**src/rtl/led_sink_pkg.sv**
```systemverilog
package led_sink_pkg;

  localparam int unsigned DEF_CHANNELS    = 16;
  localparam int unsigned DEF_SYNC_STAGES = 2;

  // Bit positions of the synchronized control bundle
  localparam int unsigned IDX_BLANK = 0;
  localparam int unsigned IDX_LATCH = 1;
  localparam int unsigned IDX_DIN   = 2;
  localparam int unsigned IDX_SCLK  = 3;
  localparam int unsigned CTRL_W    = 4;

  // Idle pin levels used as reset values: blank pulled high, others low
  localparam logic [CTRL_W-1:0] CTRL_IDLE = 4'b0001;

  // One shift toward the top bit with a new bit entering at bit 0
  function automatic logic [DEF_CHANNELS-1:0] shift_one(
    input logic [DEF_CHANNELS-1:0] cur,
    input logic                    bit_in
  );
    return {cur[DEF_CHANNELS-2:0], bit_in};
  endfunction

  // Channel enable of one lane under blanking
  function automatic logic lane_on(input logic held, input logic blanked);
    return held & ~blanked;
  endfunction

  // Pre-charge enable of one lane under blanking
  function automatic logic lane_pchg(input logic blanked);
    return blanked;
  endfunction

endpackage

```
**src/rtl/ledsc_sync.sv**
```systemverilog
module ledsc_sync #(
  parameter int unsigned         W      = 4,
  parameter int unsigned         STAGES = 2,
  parameter logic [W-1:0]        INIT   = '0
) (
  input  logic         clk,
  input  logic         rst_n,
  input  logic [W-1:0] d,
  output logic [W-1:0] q
);

  logic [W-1:0] stg [STAGES];

  always_ff @(posedge clk or negedge rst_n) begin
    if (!rst_n) begin
      for (int i = 0; i < STAGES; i++) stg[i] <= INIT;
    end else begin
      stg[0] <= d;
      for (int i = 1; i < STAGES; i++) stg[i] <= stg[i-1];
    end
  end

  assign q = stg[STAGES-1];

endmodule

```
**src/rtl/ledsc_rise.sv**
```systemverilog
module ledsc_rise (
  input  logic clk,
  input  logic rst_n,
  input  logic level,
  output logic pulse
);

  logic prev_q;

  always_ff @(posedge clk or negedge rst_n) begin
    if (!rst_n) prev_q <= 1'b0;
    else        prev_q <= level;
  end

  assign pulse = level & ~prev_q;

endmodule

```
**src/rtl/ledsc_shifter.sv**
```systemverilog
module ledsc_shifter
  import led_sink_pkg::*;
#(
  parameter int unsigned CH = DEF_CHANNELS
) (
  input  logic          clk,
  input  logic          rst_n,
  input  logic          step,
  input  logic          bit_in,
  output logic [CH-1:0] q
);

  logic [CH-1:0] nxt;

  always_comb begin
    nxt = q;
    if (step) nxt = {q[CH-2:0], bit_in};
  end

  always_ff @(posedge clk or negedge rst_n) begin
    if (!rst_n) q <= '0;
    else        q <= nxt;
  end

endmodule

```
**src/rtl/ledsc_holder.sv**
```systemverilog
module ledsc_holder #(
  parameter int unsigned CH = 16
) (
  input  logic          clk,
  input  logic          rst_n,
  input  logic          open,
  input  logic [CH-1:0] d,
  output logic [CH-1:0] q
);

  always_ff @(posedge clk or negedge rst_n) begin
    if (!rst_n)    q <= '0;
    else if (open) q <= d;
  end

endmodule

```
**src/rtl/ledsc_blanker.sv**
```systemverilog
module ledsc_blanker
  import led_sink_pkg::*;
#(
  parameter int unsigned CH = DEF_CHANNELS
) (
  input  logic          blanked,
  input  logic [CH-1:0] held,
  output logic [CH-1:0] on_en,
  output logic [CH-1:0] pc_en
);

  for (genvar g = 0; g < CH; g++) begin : g_lane
    assign on_en[g] = lane_on(held[g], blanked);
    assign pc_en[g] = lane_pchg(blanked);
  end

endmodule

```
**src/rtl/led_sink_ctrl.sv**
```systemverilog
module led_sink_ctrl
  import led_sink_pkg::*;
#(
  parameter int unsigned CH     = DEF_CHANNELS,
  parameter int unsigned STAGES = DEF_SYNC_STAGES
) (
  input  logic          clk,
  input  logic          rst_n,
  input  logic          ser_clk,
  input  logic          ser_din,
  input  logic          latch_en,
  input  logic          blank,
  output logic          ser_dout,
  output logic [CH-1:0] chan_en,
  output logic [CH-1:0] pchg_en
);

  logic [CTRL_W-1:0] pins_raw;
  logic [CTRL_W-1:0] pins_sync;

  // Named internal events, observed by the bound checker
  logic          shift_evt;
  logic          din_smp;
  logic          latch_open;
  logic          blank_act;
  logic [CH-1:0] shreg_q;
  logic [CH-1:0] hold_q;

  always_comb begin
    pins_raw            = '0;
    pins_raw[IDX_BLANK] = blank;
    pins_raw[IDX_LATCH] = latch_en;
    pins_raw[IDX_DIN]   = ser_din;
    pins_raw[IDX_SCLK]  = ser_clk;
  end

  ledsc_sync #(.W(CTRL_W), .STAGES(STAGES), .INIT(CTRL_IDLE)) u_sync (
    .clk   (clk),
    .rst_n (rst_n),
    .d     (pins_raw),
    .q     (pins_sync)
  );

  assign din_smp    = pins_sync[IDX_DIN];
  assign latch_open = pins_sync[IDX_LATCH];
  assign blank_act  = pins_sync[IDX_BLANK];

  ledsc_rise u_rise (
    .clk   (clk),
    .rst_n (rst_n),
    .level (pins_sync[IDX_SCLK]),
    .pulse (shift_evt)
  );

  ledsc_shifter #(.CH(CH)) u_shift (
    .clk    (clk),
    .rst_n  (rst_n),
    .step   (shift_evt),
    .bit_in (din_smp),
    .q      (shreg_q)
  );

  ledsc_holder #(.CH(CH)) u_hold (
    .clk   (clk),
    .rst_n (rst_n),
    .open  (latch_open),
    .d     (shreg_q),
    .q     (hold_q)
  );

  ledsc_blanker #(.CH(CH)) u_blank (
    .blanked (blank_act),
    .held    (hold_q),
    .on_en   (chan_en),
    .pc_en   (pchg_en)
  );

  assign ser_dout = shreg_q[CH-1];

endmodule

```
**config.mk**
```make
export PLATFORM = sky130hd
export DESIGN_NAME = led_sink_ctrl
export DESIGN_NICKNAME = d
export VERILOG_FILES = /design/src/rtl/led_sink_pkg.sv /design/src/rtl/ledsc_sync.sv /design/src/rtl/ledsc_rise.sv /design/src/rtl/ledsc_shifter.sv /design/src/rtl/ledsc_holder.sv /design/src/rtl/ledsc_blanker.sv /design/src/rtl/led_sink_ctrl.sv
export SDC_FILE = /design/constraint.sdc
export NUM_CORES = 1
export LEC_CHECK = 0
export CAP_MARGIN = 10
export CORE_ASPECT_RATIO = 0.9
export CORE_MARGIN = 4
export CORE_UTILIZATION = 32
export DETAILED_ROUTE_END_ITERATION = 12
export PLACE_DENSITY = 0.57
export SYNTH_ARGS = -nofsm -noshare
export SYNTH_HDL_FRONTEND = slang
export SYNTH_SLANG_ARGS = --single-unit
```
**constraint.sdc**
```tcl
create_clock -name clk -period 2.65 [get_ports clk]
set_clock_uncertainty 0.2 [all_clocks]
set_input_delay 0.3975 -clock clk [delete_from_list [all_inputs] [get_ports clk]]
set_output_delay 0.3975 -clock clk [all_outputs]
set_load 0.02 [all_outputs]
```
==> impl_metrics.ini, run 1 <==
[run_status]
status = finished clean

[route]
drc = 0
wl_per_cell_um = 12.9
via_per_inst = 4.39
ant_nets = 0
drtIter0Drc = 26
num_vias = 877
dr.pass1.iters = 2
wl_mm = 2.58

[critical_path]
path_cells = clkdlybuf4s50_1
cp-start-kind = register
worst_path_max_delay_cell = dfstp_2
cp.required_ns = 2.05
crit_family = flip-flops
r2r_start = u_rise.prev_q
worstSetupPathType = register to output port
slowest_delay_ns = 0.86
cp-startpoint = u_sync.q[0]
critPathCaptureType = output port
crit_arrival_ns = 1.85
cp_max_fo = 32
worst-path-buf-inv = 1

[sta]
period_minus_slack_ns = 2.45
rsz0062_at_grt = false
setup_tns_ns = 0
worstMarginPinSlew_ns = 0.887
setup-violations-final = 0
hold_violations = 0
max_freq_ghz = 0.408
timing.final.crit_share_pct = 92.4
slew_headroom_pct = 40.9
final-max-slew-violation-count = 0

[logic_synthesis]
yosysMostFrequentCell = dfrtp_1
yosys_warnings = 0
synthFlopType = dfrtp_1
synth_seq_cells = 41
yosysSeqAreaShare_pct = 60.1
synth.avg_cell_area_um2 = 15.4
ys_types = 11
netlist_top_cells_count = 39 x dfrtp_1, 22 x mux2_2, 16 x buf_4, 16 x nor2b_1, 10 x mux2_4
synthCells = 111
synth.top_cell.area_share_pct = 57.0
synth.net_count = 117
yosys.area.top_type = dfrtp_1
synth_area_leaders = dfrtp_1 57%, mux2_2 14%, mux2_4 8.8%, buf_4 7.0%, nor2b_1 5.8%
async_flop_share_pct = 100
synth_area_um2 = 1710
synth_edf_count = 0

[pwr]
power_w = 0.00192
combPwrFrac_pct = 28.7
pwr-share-clk_pct = 20.9
leakage_nw = 0.901
p_per_area_nw_per_um2 = 920
p_int_w = 0.00140
switching_power_w = 0.000520
switching_share_pct = 27.2
ir_drop_mv = 0.372
seq_power_share_pct = 50.4

[place]
placed_cells = 193
dp_hpwl_mm = 1.70
io_buffers = 38
gp_congestion = 0.648

[layout]
drive_above_1_share_pct = 31.1
syn_to_final_growth_pct = 21.7
n_antenna_cell = 0
instances_no_fill = 200
fin_nets = 141

[clock_tree]
cts_buffers = 5
clk-insertion-delay-late_ns = 0.29
postCtsSetupBuffers = 0
h-tree-depth = 2
cts.sinks = 41
cts-root-buf = clkbuf_8
cts-resized-gates = 0
clockBufferDepth = 2
postCtsHoldBufs = 0
clk_pin_slew_worst_paths_ns = 0.07
cts_tree = yes

[min_path]
hp-class = input pin to async pin

[floorplanning]
die_area_um2 = 6580
io-pin-count = 39
core_um2 = 5010
num_rows = 24
initial_core_util_pct = 34.1
die_x_um = 85.1
die_y_um = 77.4

[global_route]
antenna_found_initial = 0
grt_max_degree = 42
grt_use_total_pct = 8.85
grt_remaining_overflow = 0
grt_pass1_wl_mm = 4.54
grt_pass1_vias = 959

[job]
maxCapViolations = 0
[through the flow]
stage                     util [%]  area, um2  hold WS (ns)  setup slack [ns]
after floorplan                  -       1710       -0.0981             0.896
after global placement        39.8       2000         0.132             0.495
after detailed placement      39.8       2000         0.137             0.454
after CTS                     41.5       2080        0.0604             0.132
after global routing          41.5       2080         0.102            0.0619
final                         41.5       2080        0.0160             0.202
[path summary, 6_finish.rpt]
path | end | slack [ns] | cells after the start
setup / recovery | pchg_en[6] | 0.20 | 1
hold / removal | u_shift.q[14] | 0.02 | 1
setup reg to reg | u_shift.q[5] | 1.06 | 2
hold reg to reg | u_sync.q[3] | 0.15 | 0
max in group asynchronous | u_hold.q[3] | 1.67 | 1
min in group clk | u_sync.q[3] | 0.15 | 0
[cell families after synthesis]
family / synth area share [%]
and+or+nand+nor: 6.65
muxes: 23.2
DFF: 60.1
buffers and inverters: 10.0
[metal layers]
metal  part of all wire, %  vias to the layer above  global-route usage (%)  routed length [um]
li1                      -                      393                       -                   -
met1                    44                      444                    9.94                1130
met2                    46                       32                    14.2                1190
met3                   7.2                        8                    3.18                 186
met4                   2.6                        0                    5.70                  66
met5                     0                        -                       0                   0
[registers in the layout, summed over array words and instances (netlist names)]
name / cells
u_rise.prev_q: 1
u_hold.q: 16
u_sync.stg: 4
u_sync.q: 4
u_shift.q: 16
[cells in the final DEF (no fill, tap or decap)]
master           Yosys  routed
nor2b_1             16      16
clkbuf_8             0       6
dfstp_2              2       2
nor2b_4              1       1
buf_2                1       1
mux2_2              22      22
dfrtp_1             39      39
clkbuf_1             1       1
clkdlybuf4s50_1      0      37
mux2_4              10      10
[power groups by stage]
| stage | Combinational, W | Sequential, W | Clock (W) |
|---|---|---|---|
| CTS | 0.000561 | 0.000972 | 0.000418 |
| global placement | 0.000552 | 0.000974 | 0 |
| floorplan | 0.000400 | 0.000936 | 0 |
| detailed placement | 0.000560 | 0.000984 | 0 |
| global route | 0.000588 | 0.00100 | 0.000440 |
| finish | 0.000551 | 0.000966 | 0.000400 |
[area by class of cell]
| type | count | area, um2 |
|---|---|---|
| fill | 462 | 2930 |
| sequential | 41 | 1030 |
| multi-input combinational | 49 | 512 |
| timing repair buffer | 38 | 375 |
| clock buffer | 7 | 86.3 |
| tap | 65 | 81.3 |
No activity file was read; power rests on OpenSTA's default activity.
==> run 2, diff against run 1 <==
- DONT_BUFFER_PORTS: unset -> 1
- PLACE_DENSITY: 0.57 -> 0.48
==> impl_metrics.ini, run 2 (synthesis gave the netlist of run 1 again) <==
[place]
gp_congestion = 0.636
dp_slack_ns = 0.938
io_buffers = 0
dp_hpwl_mm = 1.59

[run_status]
status = finished clean

[clock_tree]
cts-resized-gates = 0
cts-root-buf = clkbuf_8
h-tree-depth = 2
cts_tree = yes
clockBufferDepth = 2
cts.sinks = 41
postCtsSetupBuffers = 0
clk-insertion-delay-late_ns = 0.29
postCtsHoldBufs = 6
cts_buffers = 5
clk_pin_slew_worst_paths_ns = 0.07

[floorplanning]
die_x_um = 85.1
die_area_um2 = 6580
die_y_um = 77.4
io-pin-count = 39
num_rows = 24
initial_core_util_pct = 34.1
core_um2 = 5010

[global_route]
grt_use_total_pct = 8.56
grt_remaining_overflow = 0
grt_pass1_vias = 780
grt_max_degree = 42
grt_pass1_wl_mm = 4.20
antenna_found_initial = 0

[pwr]
p_int_w = 0.00129
combPwrFrac_pct = 23.3
pwr-share-clk_pct = 22.9
seq_power_share_pct = 53.9
p_per_area_nw_per_um2 = 999
ir_drop_mv = 0.384
leakage_nw = 0.800
switching_power_w = 0.000513
switching_share_pct = 28.5

[sta]
hold_violations = 0
final-max-slew-violation-count = 0
timing.final.crit_share_pct = 75.7
worstMarginPinSlew_ns = 0.674
max_freq_ghz = 0.498
setup-violations-final = 0
whs_ns = 0.153
worst_slack_ns = 0.644
slew_headroom_pct = 55.1
rsz0062_at_grt = false
setup_tns_ns = 0
period_minus_slack_ns = 2.01

[critical_path]
slowest_delay_ns = 0.74
cp_max_fo = 17
crit_arrival_ns = 1.41
cp-start-kind = register
r2r_cells = 2
worstSetupPathType = register to output port
crit_family = flip-flops
worst-path-buf-inv = 1
worst_path_max_delay_cell = dfstp_4
cp.required_ns = 2.05
cp.depth = 1
path_cells = buf_12
critPathCaptureType = output port

[route]
wl_per_cell_um = 14.8
dr.pass1.iters = 2
drtIter0Drc = 34
num_vias = 710
wl_mm = 2.52
ant_nets = 0
drc = 0
via_per_inst = 4.18

[layout]
fillers = 478
n_antenna_cell = 0
largestRegisters = u_hold.q x16, u_shift.q x16
final_common_cell = dfrtp_1
drive_above_1_share_pct = 41.0
fin_nets = 110
syn_to_final_growth_pct = 5.48
final_cell_mix = 39 x dfrtp_1, 22 x mux2_2, 16 x nor2b_1

[min_path]
hp-class = register to register
hold_depth = 0

[job]
maxCapViolations = 0
==> run 2: cell count changes in the layout (fill, tap and decap cells not counted), sizes merged <==
| cell | previous run | this run |
|---|---|---|
| clkbuf | 7 | 8 |
| dlygate4sd3 | 0 | 5 |
| buf | 1 | 2 |
| clkdlybuf4s50 | 37 | 0 |
==> run 2: power by group through the flow <==
stage	Combinational [W]	Sequential, W	Clock, W
floorplan	0.000400	0.000936	0
global placement	0.000400	0.000980	0
detailed placement	0.000407	0.000987	0
CTS	0.000431	0.000976	0.000425
global route	0.000456	0.00100	0.000462
finish	0.000420	0.000972	0.000412
==> run 2: routing by layer <==
metal	routed length (um)	global-route usage [%]	vias up	part of all wire, %
li1	-	-	337	-
met1	1160	10.9	348	46
met2	1070	11.7	19	42
met3	240	4.34	6	9.5
met4	48	4.75	0	1.9
met5	0	0	-	0
==> run 2: per-stage QoR <==
step | total power [W] | cell area [um2] | utilization, % | std cells
floorplan | 0.00134 | 1710 | - | 111
global placement | 0.00138 | 1650 | 32.8 | 156
detailed placement | 0.00139 | 1650 | 32.8 | 156
CTS | 0.00183 | 1810 | 36.0 | 170
global route | 0.00192 | 1810 | 36.0 | 170
finish | 0.00180 | 1810 | 36.0 | 170
==> run 2: final timing paths <==
| kind | start | end | slack [ns] |
|---|---|---|---|
| hold / removal | u_sync.stg[6] | u_sync.q[2] | 0.15 |
| setup reg to reg | u_rise.prev_q | u_shift.q[2] | 1.06 |
| min in group asynchronous | rst_n | u_hold.q[8] | 0.39 |
| max in group asynchronous | rst_n | u_sync.stg[4] | 1.60 |
| setup / recovery | u_sync.q[0] | pchg_en[13] | 0.64 |
| hold reg to reg | u_sync.stg[6] | u_sync.q[2] | 0.15 |
==> run 2: cell type report <==
type                    instances  area (um2)  share of cell area [%]
flip-flops and latches         41        1030                    57.2
multi-input cells              49         512                    28.3
clock buffers                   8        90.1                    4.99
repair buffers                  7        90.1                    4.99
well taps                      65        81.3                    4.50
